**src/rtl/irq_status_pkg.sv**
```systemverilog
package irq_status_pkg;
    localparam int REG_W    = 32;
    localparam int ADDR_W   = 8;
    localparam int RX_N     = 6;
    localparam int TX_N     = 5;
    localparam int FLT_N    = 6;
    localparam int RX_LSB   = 0;
    localparam int TX_LSB   = RX_LSB + RX_N;
    localparam int SUM_BIT  = 15;
    localparam int HI_LSB   = 16;
    localparam int HI_MSB   = 25;
    localparam int FLT_LSB  = 20;
    localparam int GAP_W    = HI_LSB - TX_LSB - TX_N + (FLT_LSB - HI_LSB);
    localparam int TOP_W    = REG_W - FLT_LSB - FLT_N;

    localparam logic [ADDR_W-1:0] OFS_STAT = 8'h10;
    localparam logic [ADDR_W-1:0] OFS_MASK = 8'h14;
    localparam logic [ADDR_W-1:0] OFS_ENAB = 8'h18;

    typedef enum logic [1:0] {
        SEL_NONE,
        SEL_STAT,
        SEL_MASK,
        SEL_ENAB
    } reg_sel_e;
endpackage

```
**src/rtl/irq_reg_decode.sv**
```systemverilog
module irq_reg_decode
    import irq_status_pkg::*;
(
    input  logic [ADDR_W-1:0] addr,
    output reg_sel_e          sel
);
    always_comb begin
        unique case (addr)
            OFS_STAT: sel = SEL_STAT;
            OFS_MASK: sel = SEL_MASK;
            OFS_ENAB: sel = SEL_ENAB;
            default:  sel = SEL_NONE;
        endcase
    end
endmodule

```
**src/rtl/irq_status_bank.sv**
```systemverilog
module irq_status_bank
    import irq_status_pkg::*;
(
    input  logic             clk,
    input  logic             rst_n,
    input  logic             clr,
    input  logic [RX_N-1:0]  rx_evt,
    input  logic [TX_N-1:0]  tx_evt,
    input  logic [FLT_N-1:0] flt_evt,
    output logic [REG_W-1:0] stat_q,
    output logic [REG_W-1:0] stat_view
);
    logic [REG_W-1:0] set_vec;
    logic             summary;

    assign set_vec = {{TOP_W{1'b0}}, flt_evt, {GAP_W{1'b0}}, tx_evt, rx_evt};

    generate
        for (genvar b = 0; b < REG_W; b++) begin : g_bit
            always_ff @(posedge clk) begin
                if (!rst_n) begin
                    stat_q[b] <= 1'b0;
                end else begin
                    stat_q[b] <= (stat_q[b] & ~clr) | set_vec[b];
                end
            end
        end
    endgenerate

    assign summary = |stat_q[HI_MSB:HI_LSB];

    always_comb begin
        stat_view          = stat_q;
        stat_view[SUM_BIT] = summary;
    end
endmodule

```
**src/rtl/irq_ctrl_regs.sv**
```systemverilog
module irq_ctrl_regs
    import irq_status_pkg::*;
(
    input  logic             clk,
    input  logic             rst_n,
    input  logic             wr_mask,
    input  logic             wr_enab,
    input  logic [REG_W-1:0] wdata,
    output logic [REG_W-1:0] mask_q,
    output logic             ie_q
);
    always_ff @(posedge clk) begin
        if (!rst_n) begin
            mask_q <= '0;
            ie_q   <= 1'b0;
        end else begin
            if (wr_mask) mask_q <= wdata;
            if (wr_enab) ie_q   <= wdata[0];
        end
    end
endmodule

```
**src/rtl/irq_status_unit.sv**
```systemverilog
module irq_status_unit
    import irq_status_pkg::*;
(
    input  logic              clk,
    input  logic              rst_n,
    input  logic [7:0]        bus_addr,
    input  logic              bus_rd,
    input  logic              bus_wr,
    input  logic [31:0]       bus_wdata,
    output logic [31:0]       bus_rdata,
    input  logic [5:0]        rx_evt,
    input  logic [4:0]        tx_evt,
    input  logic [5:0]        flt_evt,
    output logic              irq
);
    reg_sel_e         sel;
    logic [REG_W-1:0] stat_q;
    logic [REG_W-1:0] stat_view;
    logic [REG_W-1:0] mask_q;
    logic             ie_q;
    logic             clr_stat;
    logic             wr_mask;
    logic             wr_enab;

    irq_reg_decode u_dec (
        .addr (bus_addr),
        .sel  (sel)
    );

    assign clr_stat = bus_rd && (sel == SEL_STAT);
    assign wr_mask  = bus_wr && (sel == SEL_MASK);
    assign wr_enab  = bus_wr && (sel == SEL_ENAB);

    irq_status_bank u_bank (
        .clk       (clk),
        .rst_n     (rst_n),
        .clr       (clr_stat),
        .rx_evt    (rx_evt),
        .tx_evt    (tx_evt),
        .flt_evt   (flt_evt),
        .stat_q    (stat_q),
        .stat_view (stat_view)
    );

    irq_ctrl_regs u_ctrl (
        .clk     (clk),
        .rst_n   (rst_n),
        .wr_mask (wr_mask),
        .wr_enab (wr_enab),
        .wdata   (bus_wdata),
        .mask_q  (mask_q),
        .ie_q    (ie_q)
    );

    always_comb begin
        unique case (sel)
            SEL_STAT: bus_rdata = stat_view;
            SEL_MASK: bus_rdata = mask_q;
            SEL_ENAB: bus_rdata = {{(REG_W-1){1'b0}}, ie_q};
            default:  bus_rdata = '0;
        endcase
    end

    assign irq = ie_q && (|(stat_view & mask_q));
endmodule

```
**config.mk**
```make
export PLATFORM = sky130hd
export DESIGN_NAME = irq_status_unit
export DESIGN_NICKNAME = d
export VERILOG_FILES = /design/src/rtl/irq_status_pkg.sv /design/src/rtl/irq_reg_decode.sv /design/src/rtl/irq_status_bank.sv /design/src/rtl/irq_ctrl_regs.sv /design/src/rtl/irq_status_unit.sv
export SDC_FILE = /design/constraint.sdc
export NUM_CORES = 1
export LEC_CHECK = 0
export BUFFER_PORTS_ARGS = -buffer_cell sky130_fd_sc_hd__buf_2
export CAP_MARGIN = 20
export CORE_MARGIN = 2
export CORE_UTILIZATION = 30
export CTS_BUF_LIST = sky130_fd_sc_hd__clkbuf_8
export DETAILED_ROUTE_END_ITERATION = 7
export GPL_ROUTABILITY_DRIVEN = 1
export PLACE_DENSITY_LB_ADDON = 0.2
export SLEW_MARGIN = 5
export SYNTH_ARGS = -nofsm -noshare
export SYNTH_HDL_FRONTEND = slang
export SYNTH_SLANG_ARGS = --single-unit
export TNS_END_PERCENT = 20
```
**constraint.sdc**
```tcl
create_clock -name clk -period 1.63 [get_ports clk]
set_input_delay 0.0815 -clock clk [delete_from_list [all_inputs] [get_ports clk]]
set_output_delay 0.0815 -clock clk [all_outputs]
set_load 0.03 [all_outputs]
```
---- Word-level counts from Yosys, hierarchy flattened ----
Index checks and enable logic that the tools add are counted.
word-level totals
  logic and storage cells ................. 97
  input bits .............................. 61
  register bits after elaboration ......... 64
operators by class
  bitwise logic cells ..................... 50
  muxes and demuxes ....................... 2
  eq/ne operators ......................... 6
  reductions and logical operators ........ 6
operator list
  operator            count
  $pmux 32 s3         1
  $and 32x32->32      1
  $reduce_or 32->1    1
  $and 1x1->1         31
  $eq 8x5->1 const B  3
  $or 1x1->1          17
  $reduce_or 10->1    1
  $pmux 2 s3          1
  $eq 2x2->1 const B  2
  $logic_and 1x1->1   4
  $eq 2x1->1 const B  1
  $not 1->1           1

---- Logic depth before layout (Yosys ltp) ----
Gate-level depths: netlist of the first run.
  word-level depth ........................ 7
  depth in mapped cells ................... 5

---- By module ----
Synthesis of the first run repeated with hierarchy kept, for this count alone.
unflattened totals
  cell total of the unflattened synthesis .. 300
  area, all modules ....................... 3156.8 µm²
by module, submodules not included
  module           instances  area an instance (µm²)  cells each  seq. area each (µm²)
  irq_status_bank  1          1292.5                  122         640.6
  irq_ctrl_regs    1          1280.0                  106         660.6
  irq_status_unit  1          546.8                   68          0.0
  irq_reg_decode   1          37.5                    4           0.0

---- Worst setup path before layout of the first run ----
OpenSTA, ideal clock, no wires.
  kind .................................... input to output
  start point ............................. in bus_addr[5]
  end point ............................... out bus_rdata[10]
  path slack .............................. -0.088 ns
  arrival time ............................ 1.637 ns
  stages .................................. 5
  cell sequence ........................... or4b_4 or2_2 nor2_1 buf_2 a22o_1
between the ends
  longest elaborated chain between the ends .. 4
  elaborated cells between the ends (all ways) .. 8
  classes of those cells .................. 6 x eq/ne; 2 x mux
RTL lines
  element                                          line                   source
  from (decl)                                      irq_status_unit.sv:6   input logic [7:0] bus_addr,
  $eq 8x5->1                                       irq_reg_decode.sv:8    unique case (addr)
  $pmux 2 s3 (*)                                   irq_reg_decode.sv:8
  $eq 2x2->1 / $eq 2x1->1 (equally long branches)  irq_status_unit.sv:56  unique case (sel)
  $pmux 32 s3 (*)                                  irq_status_unit.sv:56
  to (decl)                                        irq_status_unit.sv:10  output logic [31:0] bus_rdata,
Every way passes the cells marked *; elsewhere a longest branch is shown, timed or not.

---- Worst setup path after layout of the first run ----
  start point ............................. reg u_bank.stat_q[24]
  end point ............................... out irq
between the ends
  longest elaborated chain between the ends .. 4
RTL lines
  element                            line                   source
  from (decl)                        irq_status_bank.sv:10  output logic [REG_W-1:0] stat_q,
  from (signal, indexed assignment)  irq_status_bank.sv:24  stat_q[b] <= (stat_q[b] & ~clr) | set_vec[b];
  $reduce_or 10->1                   irq_status_bank.sv:30  assign summary = |stat_q[HI_MSB:HI_LSB];
  $and 32x32->32 (*)                 irq_status_unit.sv:64  assign irq = ie_q && (|(stat_view & mask_q));
  $reduce_or 32->1 (*)               irq_status_unit.sv:64
  $logic_and 1x1->1 (*)              irq_status_unit.sv:64
  to (decl)                          irq_status_unit.sv:14  output logic irq
Marks and branches as above.

==> results of run 1 <==
-- layer usage --
layer / global-route usage / share of wire / up-vias
met5: 0 / 0 / -
met4: 0.0485 / 0.012 / 0
met3: 0.0520 / 0.047 / 12
met2: 0.281 / 0.46 / 71
met1: 0.234 / 0.48 / 1221
li1: - / - / 1249
-- flip-flops by register name (all words and copies together) (netlist names) --
register,count
u_ctrl.mask_q,32
u_bank.stat_q,31
u_ctrl.ie_q,1
-- through the flow --
| step | setup slack [ns] | util | cells | total power [mW] | setup TNS (ns) |
|---|---|---|---|---|---|
| 3_5_place_dp | -0.234 | 0.407 | 465 | 1.91 | -16.61 |
| 3_3_place_gp | -0.206 | 0.407 | 465 | 1.91 | -16.37 |
| 2_1_floorplan | -0.0137 | - | 249 | 1.75 | -0.412 |
| 6_report | -0.242 | 0.536 | 519 | 3.45 | -4.59 |
| 4_1_cts | -0.278 | 0.508 | 515 | 3.47 | -4.61 |
| 5_1_grt | -0.357 | 0.536 | 519 | 3.61 | -8.47 |
-- power by group through the flow --
stage / registers, mW / clock network [mW] / logic (mW)
global placement: 1.67 / 0 / 0.239
finish: 1.64 / 1.49 / 0.319
CTS: 1.64 / 1.53 / 0.308
global route: 1.65 / 1.62 / 0.344
detailed placement: 1.67 / 0 / 0.240
floorplan: 1.66 / 0 / 0.0893
-- cell usage after synthesis, types with 2 or more instances --
library cell  count
nand4_1           3
clkbuf_1         10
dfxtp_1          64
or2_2             2
nor2_1            4
nor4_1            2
a22o_1           48
a22oi_1          14
mux2i_1          34
buf_2             4
and2_1           14
buf_6             3
nand3_1           2
nor2b_1          34
-- area by class of cell --
| cell class | instances | area [µm²] |
|---|---|---|
| clock inverter | 6 | 76.3 |
| tap | 108 | 135 |
| multi-input combinational | 167 | 1650 |
| inverter | 1 | 3.75 |
| sequential | 64 | 1280 |
| clock buffer | 10 | 138 |
| timing repair buffer | 163 | 1410 |
| fill | 818 | 4070 |
-- logic make-up after synthesis --
group	count (synthesis)	share of synthesized area
AND/OR/NAND/NOR	66	0.159
AO/OA/AOI/OAI	67	0.208
multiplexers	34	0.125
flip-flops	64	0.472
buffers and inverters	18	0.0350
-- critical path, delay by kind of cell (launching register included) --
kind                   cells  cell delay, ns
AO/OA/AOI/OAI              2            0.55
buffers and inverters      1            0.14
flip-flops                 1            0.33
AND/OR/NAND/NOR            2            0.43
-- final timing paths --
| path | endpoint | slack, ns | cells past startpoint |
|---|---|---|---|
| worst min-delay path | u_ctrl.mask_q[29]$_SDFFE_PN0P_ | 0.01 | 3 |
| worst min register to register | u_bank.stat_q[27]$_SDFF_PN0_ | 0.50 | 1 |
| worst max-delay path | irq | -0.24 | 5 |
| worst max register to register | u_bank.stat_q[23]$_SDFF_PN0_ | 0.82 | 2 |
-- repair_timing --
action | CTS | global route
resized for setup | 74 | 42
endpoints found under the setup margin | 32 | 32
hold buffers | 28 | 0
gates cloned | 2 | 2
pin swaps | 22 | 8
endpoints found under the hold margin | 28 | 0
setup buffers | 4 | 3
==> run summary, run 1 <==
Antenna cells -> 0
Fmax -> 534 MHz
Crit path DAT -> 1.79 ns
Synth top area share -> 0.472
Clock Power Share -> 0.431
EDFF count, synth -> 0
Via count -> 2553
Transition time at the pin with the least slew margin -> 0.344 ns
Final max-slew violation count -> 0
DP HPWL -> 5.41 mm
Full die area -> 0.00983 mm²
Syn Nets -> 310
Psw -> 0.761 mW
Final net count -> 467
Smallest hold slack -> 0.0140 ns
Register bit count reported by yosys -> 64
Synth area leaders -> dfxtp_1 47%, a22o_1 15%, mux2i_1 13%, nor2b_1 7.8%, a22oi_1 3.9%
Unrepaired setup endpoints after global routing -> true
Synthesized area per cell -> 10.9 µm²
Share of post-route cells with drive strength above 1 -> 0.477
Die H -> 99.1 µm
CP peak stage delay -> 0.33 ns
Cts bufs inserted -> 9
Leak -> 2.04 nW
Worst hold path class -> input pin to flop
Top FF cell, synth -> dfxtp_1
Grt ovf -> 0
Core box area -> 0.00876 mm²
Total GRT Usage -> 0.176
RePlAce Congestion -> 0.769
Worst setup EP type -> output port
Reg2reg start -> u_bank.stat_q[23]$_SDFF_PN0_
Yosys warns -> 0
Initial DRC count -> 90
Core Rows -> 34
Placed Area -> 0.00357 mm²
Clock Path Buffers -> 2
Sequential Power Share -> 0.477
Status -> finished, violations left
Failing checks -> setup timing
PwrDens -> 735 mW/mm²
Drt total wl -> 8.77 mm
Largest net degree at the start of global routing -> 33
WL/cell -> 16.9 µm
Clk root buf -> clkbuf_8
First-pass DRT Iterations -> 4
Setup Crit Path Kind -> flop to output port
Clock Pin Slew Worst Setup and Hold Paths -> 0.07 ns
Startpoint Class -> flop
Initial antenna violation count -> 0
Crit path cell chain -> nor4_4, nand3_2, a211o_1, o31a_1, buf_6
CP Launch Point -> u_bank.stat_q[24]$_SDFF_PN0_
Starting Density -> 0.310
Synthesized area -> 0.00272 mm²
Clock latency on the worst-skew pair -> 0.33 ns
Final setup fails -> 47
Int Pwr -> 2.69 mW
Period utilization -> 1.15
Maxcap violations -> 0
Synth cell types -> 25
Post-synth top area cell -> dfxtp_1
DRC -> 0
Final Hold Viols -> 0
First-pass GRT wire length -> 13.6 mm
Die W -> 99.1 µm
Worst vdd ir -> 0.359 mV
CP max FO -> 2
Slew Limit Headroom -> 0.771
I/O Buffers -> 93
Most frequent cells in the layout -> 62 x dfxtp_1, 61 x buf_2, 40 x buf_6
Detail Route Antenna Nets -> 0
Tmin final -> 1.87 ns
IO Pins -> 94
Combinational power share -> 0.092
Clock Skew -> 0 ns
CTS tree -> built
Most common cell after layout, fill and taps aside -> dfxtp_1
Htree depth -> 3
Ys async rst share -> 0
Design area -> 0.00469 mm²
Vias in the first global route -> 2627
Setup WS post-layout -> -0.242 ns
Seq/Total Area, Yosys -> 0.472
CP max-delay cell -> dfxtp_2
HP Start -> bus_wdata[29]
Worst EP required -> 1.55 ns
Synthesized instance count -> 249
Area growth from synthesis to layout -> 72.9%
Sw Ratio -> 0.220
Routed vias/inst -> 4.92
CTS Sinks -> 64
No activity file was read; power rests on OpenSTA's default activity.
==> run 2, diff against run 1 <==
CORE_UTILIZATION = 46   (was 30)
==> run 2 against run 1 <==
  * The run still ends with setup timing left
  * Critical path type unchanged
  * Combinational power fell by 7.5%
  * Critical endpoint unchanged
  * Die area fell by 34%
  * Largest cell class unchanged
  * Utilization up 27 points
  * Non-clock buffer count is 18 lower
==> run summary, run 2 (synthesis gave the netlist of run 1 again) <==
Status -> finished, violations left (unchanged)
Failing checks -> setup timing (unchanged)
Period utilization -> 1.21 (was 1.15)
Transition time at the pin with the least slew margin -> 0.353 ns (was 0.344 ns)
Slew Limit Headroom -> 0.763 (was 0.771)
DRC -> 0 (unchanged)
Core Util, Final -> 0.801 (was 0.536)
Reg2reg setup slack -> 0.83 ns (was 0.82 ns)
Final net count -> 449 (was 467)
CP max FO -> 2 (unchanged)
Worst R2R End -> u_bank.stat_q[23]$_SDFF_PN0_ (unchanged)
Detail Route Antenna Nets -> 0 (unchanged)
Most frequent cells in the layout -> 60 x buf_2, 56 x dfxtp_1, 37 x buf_6 (was 62 x dfxtp_1, 61 x buf_2, 40 x buf_6)
Starting Density -> 0.484 (was 0.310)
Crit path DAT -> 1.88 ns (was 1.79 ns)
Die W -> 80.8 µm (was 99.1 µm)
Setup Crit Path Kind -> flop to output port (unchanged)
Share of post-route cells with drive strength above 1 -> 0.492 (was 0.477)
Clock Skew -> 0 ns (unchanged)
Full die area -> 0.00653 mm² (was 0.00983 mm²)
Unrepaired setup endpoints after global routing -> true (unchanged)
Leak -> 1.93 nW (was 2.04 nW)
Total GRT Usage -> 0.251 (was 0.176)
Initial antenna violation count -> 0 (unchanged)
Final Hold Viols -> 0 (unchanged)
Max FFs per register -> 32 (unchanged)
Grt ovf -> 0 (unchanged)
Worst setup EP type -> output port (unchanged)
FF-to-FF path depth -> 2 (unchanged)
Drt total wl -> 8.36 mm (was 8.77 mm)
Worst EP required -> 1.55 ns (about the same)
Fillcell total -> 339 (was 818)
Htree depth -> 3 (unchanged)
HP Start -> bus_wdata[11] (was bus_wdata[29])
Largest net degree at the start of global routing -> 33 (unchanged)
Clock Pin Slew Worst Setup and Hold Paths -> 0.06 ns (was 0.07 ns)
Design area -> 0.00449 mm² (was 0.00469 mm²)
Fmax -> 509 MHz (was 534 MHz)
Initial DRC count -> 147 (was 90)
Vias in the first global route -> 2437 (was 2627)
Worst Hold End -> u_ctrl.mask_q[11]$_SDFFE_PN0P_ (was u_ctrl.mask_q[29]$_SDFFE_PN0P_)
Antenna cells -> 0 (unchanged)
Most common cell after layout, fill and taps aside -> buf_2 (was dfxtp_1)
Routed vias/inst -> 5.50 (was 4.92)
PwrDens -> 710 mW/mm² (was 735 mW/mm²)
RePlAce Congestion -> 0.775 (was 0.769)
Total Power -> 3.19 mW (was 3.45 mW)
Area growth from synthesis to layout -> 65.5% (was 72.9%)
Placed Area -> 0.00348 mm² (was 0.00357 mm²)
Largest regs -> u_ctrl.mask_q (32), u_bank.stat_q (31), u_ctrl.ie_q (1) (unchanged)
Worst vdd ir -> 0.588 mV (was 0.359 mV)
Startpoint Class -> flop (unchanged)
First-pass GRT wire length -> 12.3 mm (was 13.6 mm)
Clock Path Buffers -> 2 (unchanged)
Final setup fails -> 34 (was 47)
Final max-slew violation count -> 0 (unchanged)
Clk root buf -> clkbuf_8 (unchanged)
WL/cell -> 18.1 µm (was 16.9 µm)
First-pass DRT Iterations -> 4 (unchanged)
DP HPWL -> 4.82 mm (was 5.41 mm)
I/O Buffers -> 93 (unchanged)
Clock latency on the worst-skew pair -> 0.33 ns (about the same)
Worst hold path class -> input pin to flop (unchanged)
CTS Sinks -> 64 (unchanged)
Reg2reg start -> u_bank.stat_q[23]$_SDFF_PN0_ (unchanged)
Core Rows -> 27 (was 34)
IO Pins -> 94 (unchanged)
Maxcap violations -> 0 (unchanged)
Die H -> 80.8 µm (was 99.1 µm)
CTS tree -> built (unchanged)
Core box area -> 0.00561 mm² (was 0.00876 mm²)
Via count -> 2543 (was 2553)
Top reg by flops -> u_ctrl.mask_q (unchanged)
Setup WS post-layout -> -0.336 ns (was -0.242 ns)
Tmin final -> 1.97 ns (was 1.87 ns)
Cts bufs inserted -> 9 (unchanged)
Worst hold stages -> 3 (unchanged)
## run 2: cell count changes in the layout (fill, tap and decap cells not counted), moves of 6 or more
cell           before  now
buf_4              26   17
dlygate4sd3_1      28   19
dfxtp_1            62   56
dfxtp_2             2    8
## run 2: per-layer routing
metal / global-route usage / up-vias / routed length (µm)
met4: 0.114 / 0 / 155
met3: 0.0567 / 13 / 506
met1: 0.339 / 1229 / 3700
li1: - / 1213 / -
met5: 0 / - / 0
met2: 0.383 / 88 / 4000
## run 2: how the worst max path moves through the flow
stage,end,slack [ns],startpoint
after CTS,irq,-0.23,u_ctrl.mask_q[19]$_SDFFE_PN0P_
final,irq,-0.34,u_bank.stat_q[21]$_SDFF_PN0_
after floorplan,bus_rdata[10],-0.01,bus_addr[5]
after global routing,irq,-0.42,u_bank.stat_q[21]$_SDFF_PN0_
after global placement,bus_rdata[23],-0.20,bus_addr[5]
after detailed placement,bus_rdata[24],-0.23,bus_addr[5]
## run 2: critical path, cell delays in order, from the launching register on
cell and delay [ns]:
dfxtp_1 0.32, nor4_1 0.37, nand3_1 0.16, a211o_1 0.30
o31a_1 0.25, buf_6 0.15
## run 2: final cells by class
| type | count | area, µm² | share of cell area |
|---|---|---|---|
| multi-input combinational | 167 | 1650 | 0.366 |
| sequential | 64 | 1290 | 0.287 |
| timing repair buffer | 145 | 1280 | 0.285 |
| clock buffer | 13 | 179 | 0.0398 |
| tap | 72 | 90.1 | 0.0201 |
| inverter | 1 | 3.75 | 0.000835 |
## run 2: power by group
| part | internal [mW] | switching [mW] |
|---|---|---|
| clock | 0.694 | 0.552 |
| combinational | 0.182 | 0.113 |
| sequential | 1.61 | 0.0435 |
## run 2: stage by stage
step	TNS, ns	worst slack, ns	hold slack [ns]	instances
after floorplan	-0.412	-0.0137	0.214	249
after global placement	-15.94	-0.203	0.297	422
after detailed placement	-17.03	-0.227	0.301	422
after CTS	-4.65	-0.228	0.000677	458
after global routing	-6.26	-0.425	0.00692	462
final	-4.45	-0.336	0.00549	462
## run 2: repair_timing
item                       in CTS  in global routing
setup endpoints to repair      32                 54
hold buffers                   19                  0
pin swaps                      10                 32
setup buffers                   2                  2
hold endpoints to repair       19                  0
resized for setup              96                 27
gates cloned                    2                  2
==> run 3, diff against run 2 <==
GPL_ROUTABILITY_DRIVEN = 0   (was 1)
SYNTH_HIERARCHICAL = 1   (was not set)
clock period = 2.2 ns   (was 1.63 ns; I/O delays follow)
==> run 3 against run 2 <==
  * The flow now finishes without violations
  * Critical endpoint unchanged
  * Combinational power fell by 38%
  * Non-clock buffer count fell by 20
  * Die area rose by 15%
  * Worst setup slack improved by 0.46 ns
  * Register-to-register slack improved by 0.44 ns
  * Sequential power fell by 27%
==> run summary, run 3 <==
Sequential Power Share -> 0.482 (was 0.517)
Status -> complete, no violations (was finished, violations left)
Total GRT Usage -> 0.204 (was 0.251)
Most frequent cells in the layout -> 92 x buf_2, 61 x dfxtp_1, 43 x nor2b_1 (was 60 x buf_2, 56 x dfxtp_1, 37 x buf_6)
Syn Nets -> 359 (was 310)
Grt ovf -> 0 (unchanged)
Design area -> 0.00388 mm² (was 0.00449 mm²)
Psw -> 0.514 mW (was 0.709 mW)
Startpoint Class -> flop (unchanged)
Slew Limit Headroom -> 0.780 (was 0.763)
GRT met3 Usage -> 0.0457 (was 0.0567)
CP max FO -> 2 (unchanged)
Crit path DAT -> 1.96 ns (was 1.88 ns)
Synthesized area per cell -> 10.5 µm² (was 10.9 µm²)
Core Rows -> 30 (was 27)
GR Util met1 -> 0.275 (was 0.339)
Final net count -> 444 (was 449)
CP peak stage delay -> 0.37 ns (about the same)
CP Launch Point -> u_bank/stat_q[22]$_SDFF_PN0_ (was u_bank.stat_q[21]$_SDFF_PN0_)
Clock Pin Slew Worst Setup and Hold Paths -> 0.07 ns (was 0.06 ns)
Final Hold Viols -> 0 (unchanged)
Antenna cells -> 0 (unchanged)
CTS Sinks -> 64 (unchanged)
Period utilization -> 0.942
Clock Power Share -> 0.445 (was 0.390)
Most common cell after layout, fill and taps aside -> buf_2 (unchanged)
Crit path buf inv count -> 1 (unchanged)
Clock latency on the worst-skew pair -> 0.34 ns (was 0.33 ns)
Tmin final -> 2.07 ns
Die H -> 86.5 µm (was 80.8 µm)
Worst R2R End -> u_bank/stat_q[20]$_SDFF_PN0_ (was u_bank.stat_q[23]$_SDFF_PN0_)
Crit path cell chain -> nor4_4, nand3_1, a22oi_2, nand4_1, o41a_1, buf_6 (was nor4_1, nand3_1, a211o_1, o31a_1, buf_6)
Vias in the first global route -> 2344 (was 2437)
Share of post-route cells with drive strength above 1 -> 0.372 (was 0.492)
Worst setup EP type -> output port (unchanged)
First-pass GRT wire length -> 11.5 mm (was 12.3 mm)
Synthesized instance count -> 298 (was 249)
Final max-slew violation count -> 0 (unchanged)
Worst setup endpoint -> irq (unchanged)
Via count -> 2373 (was 2543)
Detail Route Antenna Nets -> 0 (unchanged)
Area growth from synthesis to layout -> 24.0% (was 65.5%)
Synthesized area -> 0.00313 mm² (was 0.00272 mm²)
Max FFs per register -> 32 (unchanged)
Worst vdd ir -> 0.348 mV (was 0.588 mV)
FF-to-FF path depth -> 3 (was 2)
Drt total wl -> 7.34 mm (was 8.36 mm)
Unrepaired setup endpoints after global routing -> false (was true)
Met2 usage -> 0.318 (was 0.383)
Setup_tns -> 0 ns (was -4.45 ns)
Yosys warns -> 6 (was 0)
CP delay by family, top -> compound AO/OA/AOI/OAI gates (unchanged)
IO Pins -> 94 (unchanged)
Initial antenna violation count -> 0 (unchanged)
DP HPWL -> 5.36 mm (was 4.82 mm)
CTS tree -> built (unchanged)
WL/cell -> 15.7 µm (was 18.1 µm)
Cts bufs inserted -> 9 (unchanged)
PwrDens -> 643 mW/mm² (was 710 mW/mm²)
Htree depth -> 3 (unchanged)
Transition time at the pin with the least slew margin -> 0.330 ns (was 0.353 ns)
Final setup fails -> 0 (was 34)
Routed vias/inst -> 5.08 (was 5.50)
Clk root buf -> clkbuf_8 (unchanged)
Initial DRC count -> 146 (was 147)
First-pass DRT Iterations -> 4 (unchanged)
Reg2reg setup slack -> 1.27 ns (was 0.83 ns)
DRC -> 0 (unchanged)
Full die area -> 0.00748 mm² (was 0.00653 mm²)
Worst hold path class -> input pin to flop (unchanged)
I/O Buffers -> 93 (unchanged)
Int Pwr -> 1.98 mW (was 2.48 mW)
Die W -> 86.5 µm (was 80.8 µm)
Setup Crit Path Kind -> flop to output port (unchanged)
CP max-delay cell -> o41a_1 (was nor4_1)
Reg2reg start -> u_bank/stat_q[20]$_SDFF_PN0_ (was u_bank.stat_q[23]$_SDFF_PN0_)
Top reg by flops -> u_ctrl/mask_q (was u_ctrl.mask_q)
Sw Ratio -> 0.206 (was 0.222)
Core box area -> 0.00668 mm² (was 0.00561 mm²)
GRT busiest layer -> met2 (unchanged)
Placed Area -> 0.00345 mm² (was 0.00348 mm²)
Clock Path Buffers -> 2 (unchanged)
Worst EP required -> 2.09 ns (was 1.55 ns)
Leak -> 1.62 nW (was 1.93 nW)
Maxcap violations -> 0 (unchanged)
Largest net degree at the start of global routing -> 37 (was 33)
Largest regs -> u_ctrl/mask_q (32), u_bank/stat_q (31), u_ctrl/ie_q (1) (was u_ctrl.mask_q (32), u_bank.stat_q (31), u_ctrl.ie_q (1))
Fmax -> 483 MHz
Critical Path Stages -> 6 (was 5)
Starting Density -> 0.469 (was 0.484)
Core Util, Final -> 0.581 (was 0.801)
Clock Skew -> 0 ns (unchanged)
Combinational power share -> 0.073 (was 0.092)
[run 3: metal layers]
layer	up-vias	routed length, µm
li1	1196	-
met1	1100	3320
met2	68	3480
met3	9	427
met4	0	114
met5	-	0
[run 3: final cells by class]
| cell class | count | area, µm² |
|---|---|---|
| Sequential cell | 64 | 1280 |
| Timing Repair Buffer | 125 | 790 |
| Multi-Input combinational cell | 183 | 1490 |
| Tap cell | 80 | 100 |
| Fill cell | 607 | 2800 |
| Clock inverter | 4 | 68.8 |
| Clock buffer | 11 | 151 |
[run 3: how the worst min path moves through the flow]
stage | cells past startpoint | slack, ns | startpoint | to
6_report | 2 | 0.009 | flt_evt[5] | u_bank/stat_q[25]$_SDFF_PN0_
5_1_grt | 2 | 0.01 | flt_evt[5] | u_bank/stat_q[25]$_SDFF_PN0_
4_1_cts | 2 | 0.001 | flt_evt[5] | u_bank/stat_q[25]$_SDFF_PN0_
3_5_place_dp | 2 | 0.32 | tx_evt[4] | u_bank/stat_q[10]$_SDFF_PN0_
3_3_place_gp | 2 | 0.32 | flt_evt[3] | u_bank/stat_q[23]$_SDFF_PN0_
2_1_floorplan | 1 | 0.23 | tx_evt[4] | u_bank/stat_q[10]$_SDFF_PN0_
[run 3: per-stage QoR]
stage | total power, mW | hold WS, ns | cells | worst slack [ns]
floorplan | 1.33 | 0.234 | 298 | 0.0442
global placement | 1.38 | 0.320 | 435 | 0.126
detailed placement | 1.38 | 0.319 | 435 | 0.101
CTS | 2.52 | 0.00114 | 467 | 0.0491
global route | 2.59 | 0.0133 | 467 | 0.00732
finish | 2.50 | 0.00900 | 467 | 0.129
[run 3: power by group through the flow]
stage / sequential [mW] / clock, mW / combinational, mW
2_1_floorplan: 1.22 / 0 / 0.108
3_3_place_gp: 1.23 / 0 / 0.155
3_5_place_dp: 1.23 / 0 / 0.158
4_1_cts: 1.20 / 1.13 / 0.183
5_1_grt: 1.21 / 1.19 / 0.200
6_report: 1.20 / 1.11 / 0.182
[run 3: what timing repair did]
action	CTS	global route
setup buffers	1	0
hold endpoints to repair	16	0
setup endpoints to repair	1	1
gates resized for setup	3	7
hold buffers	16	0
pin swaps	5	0
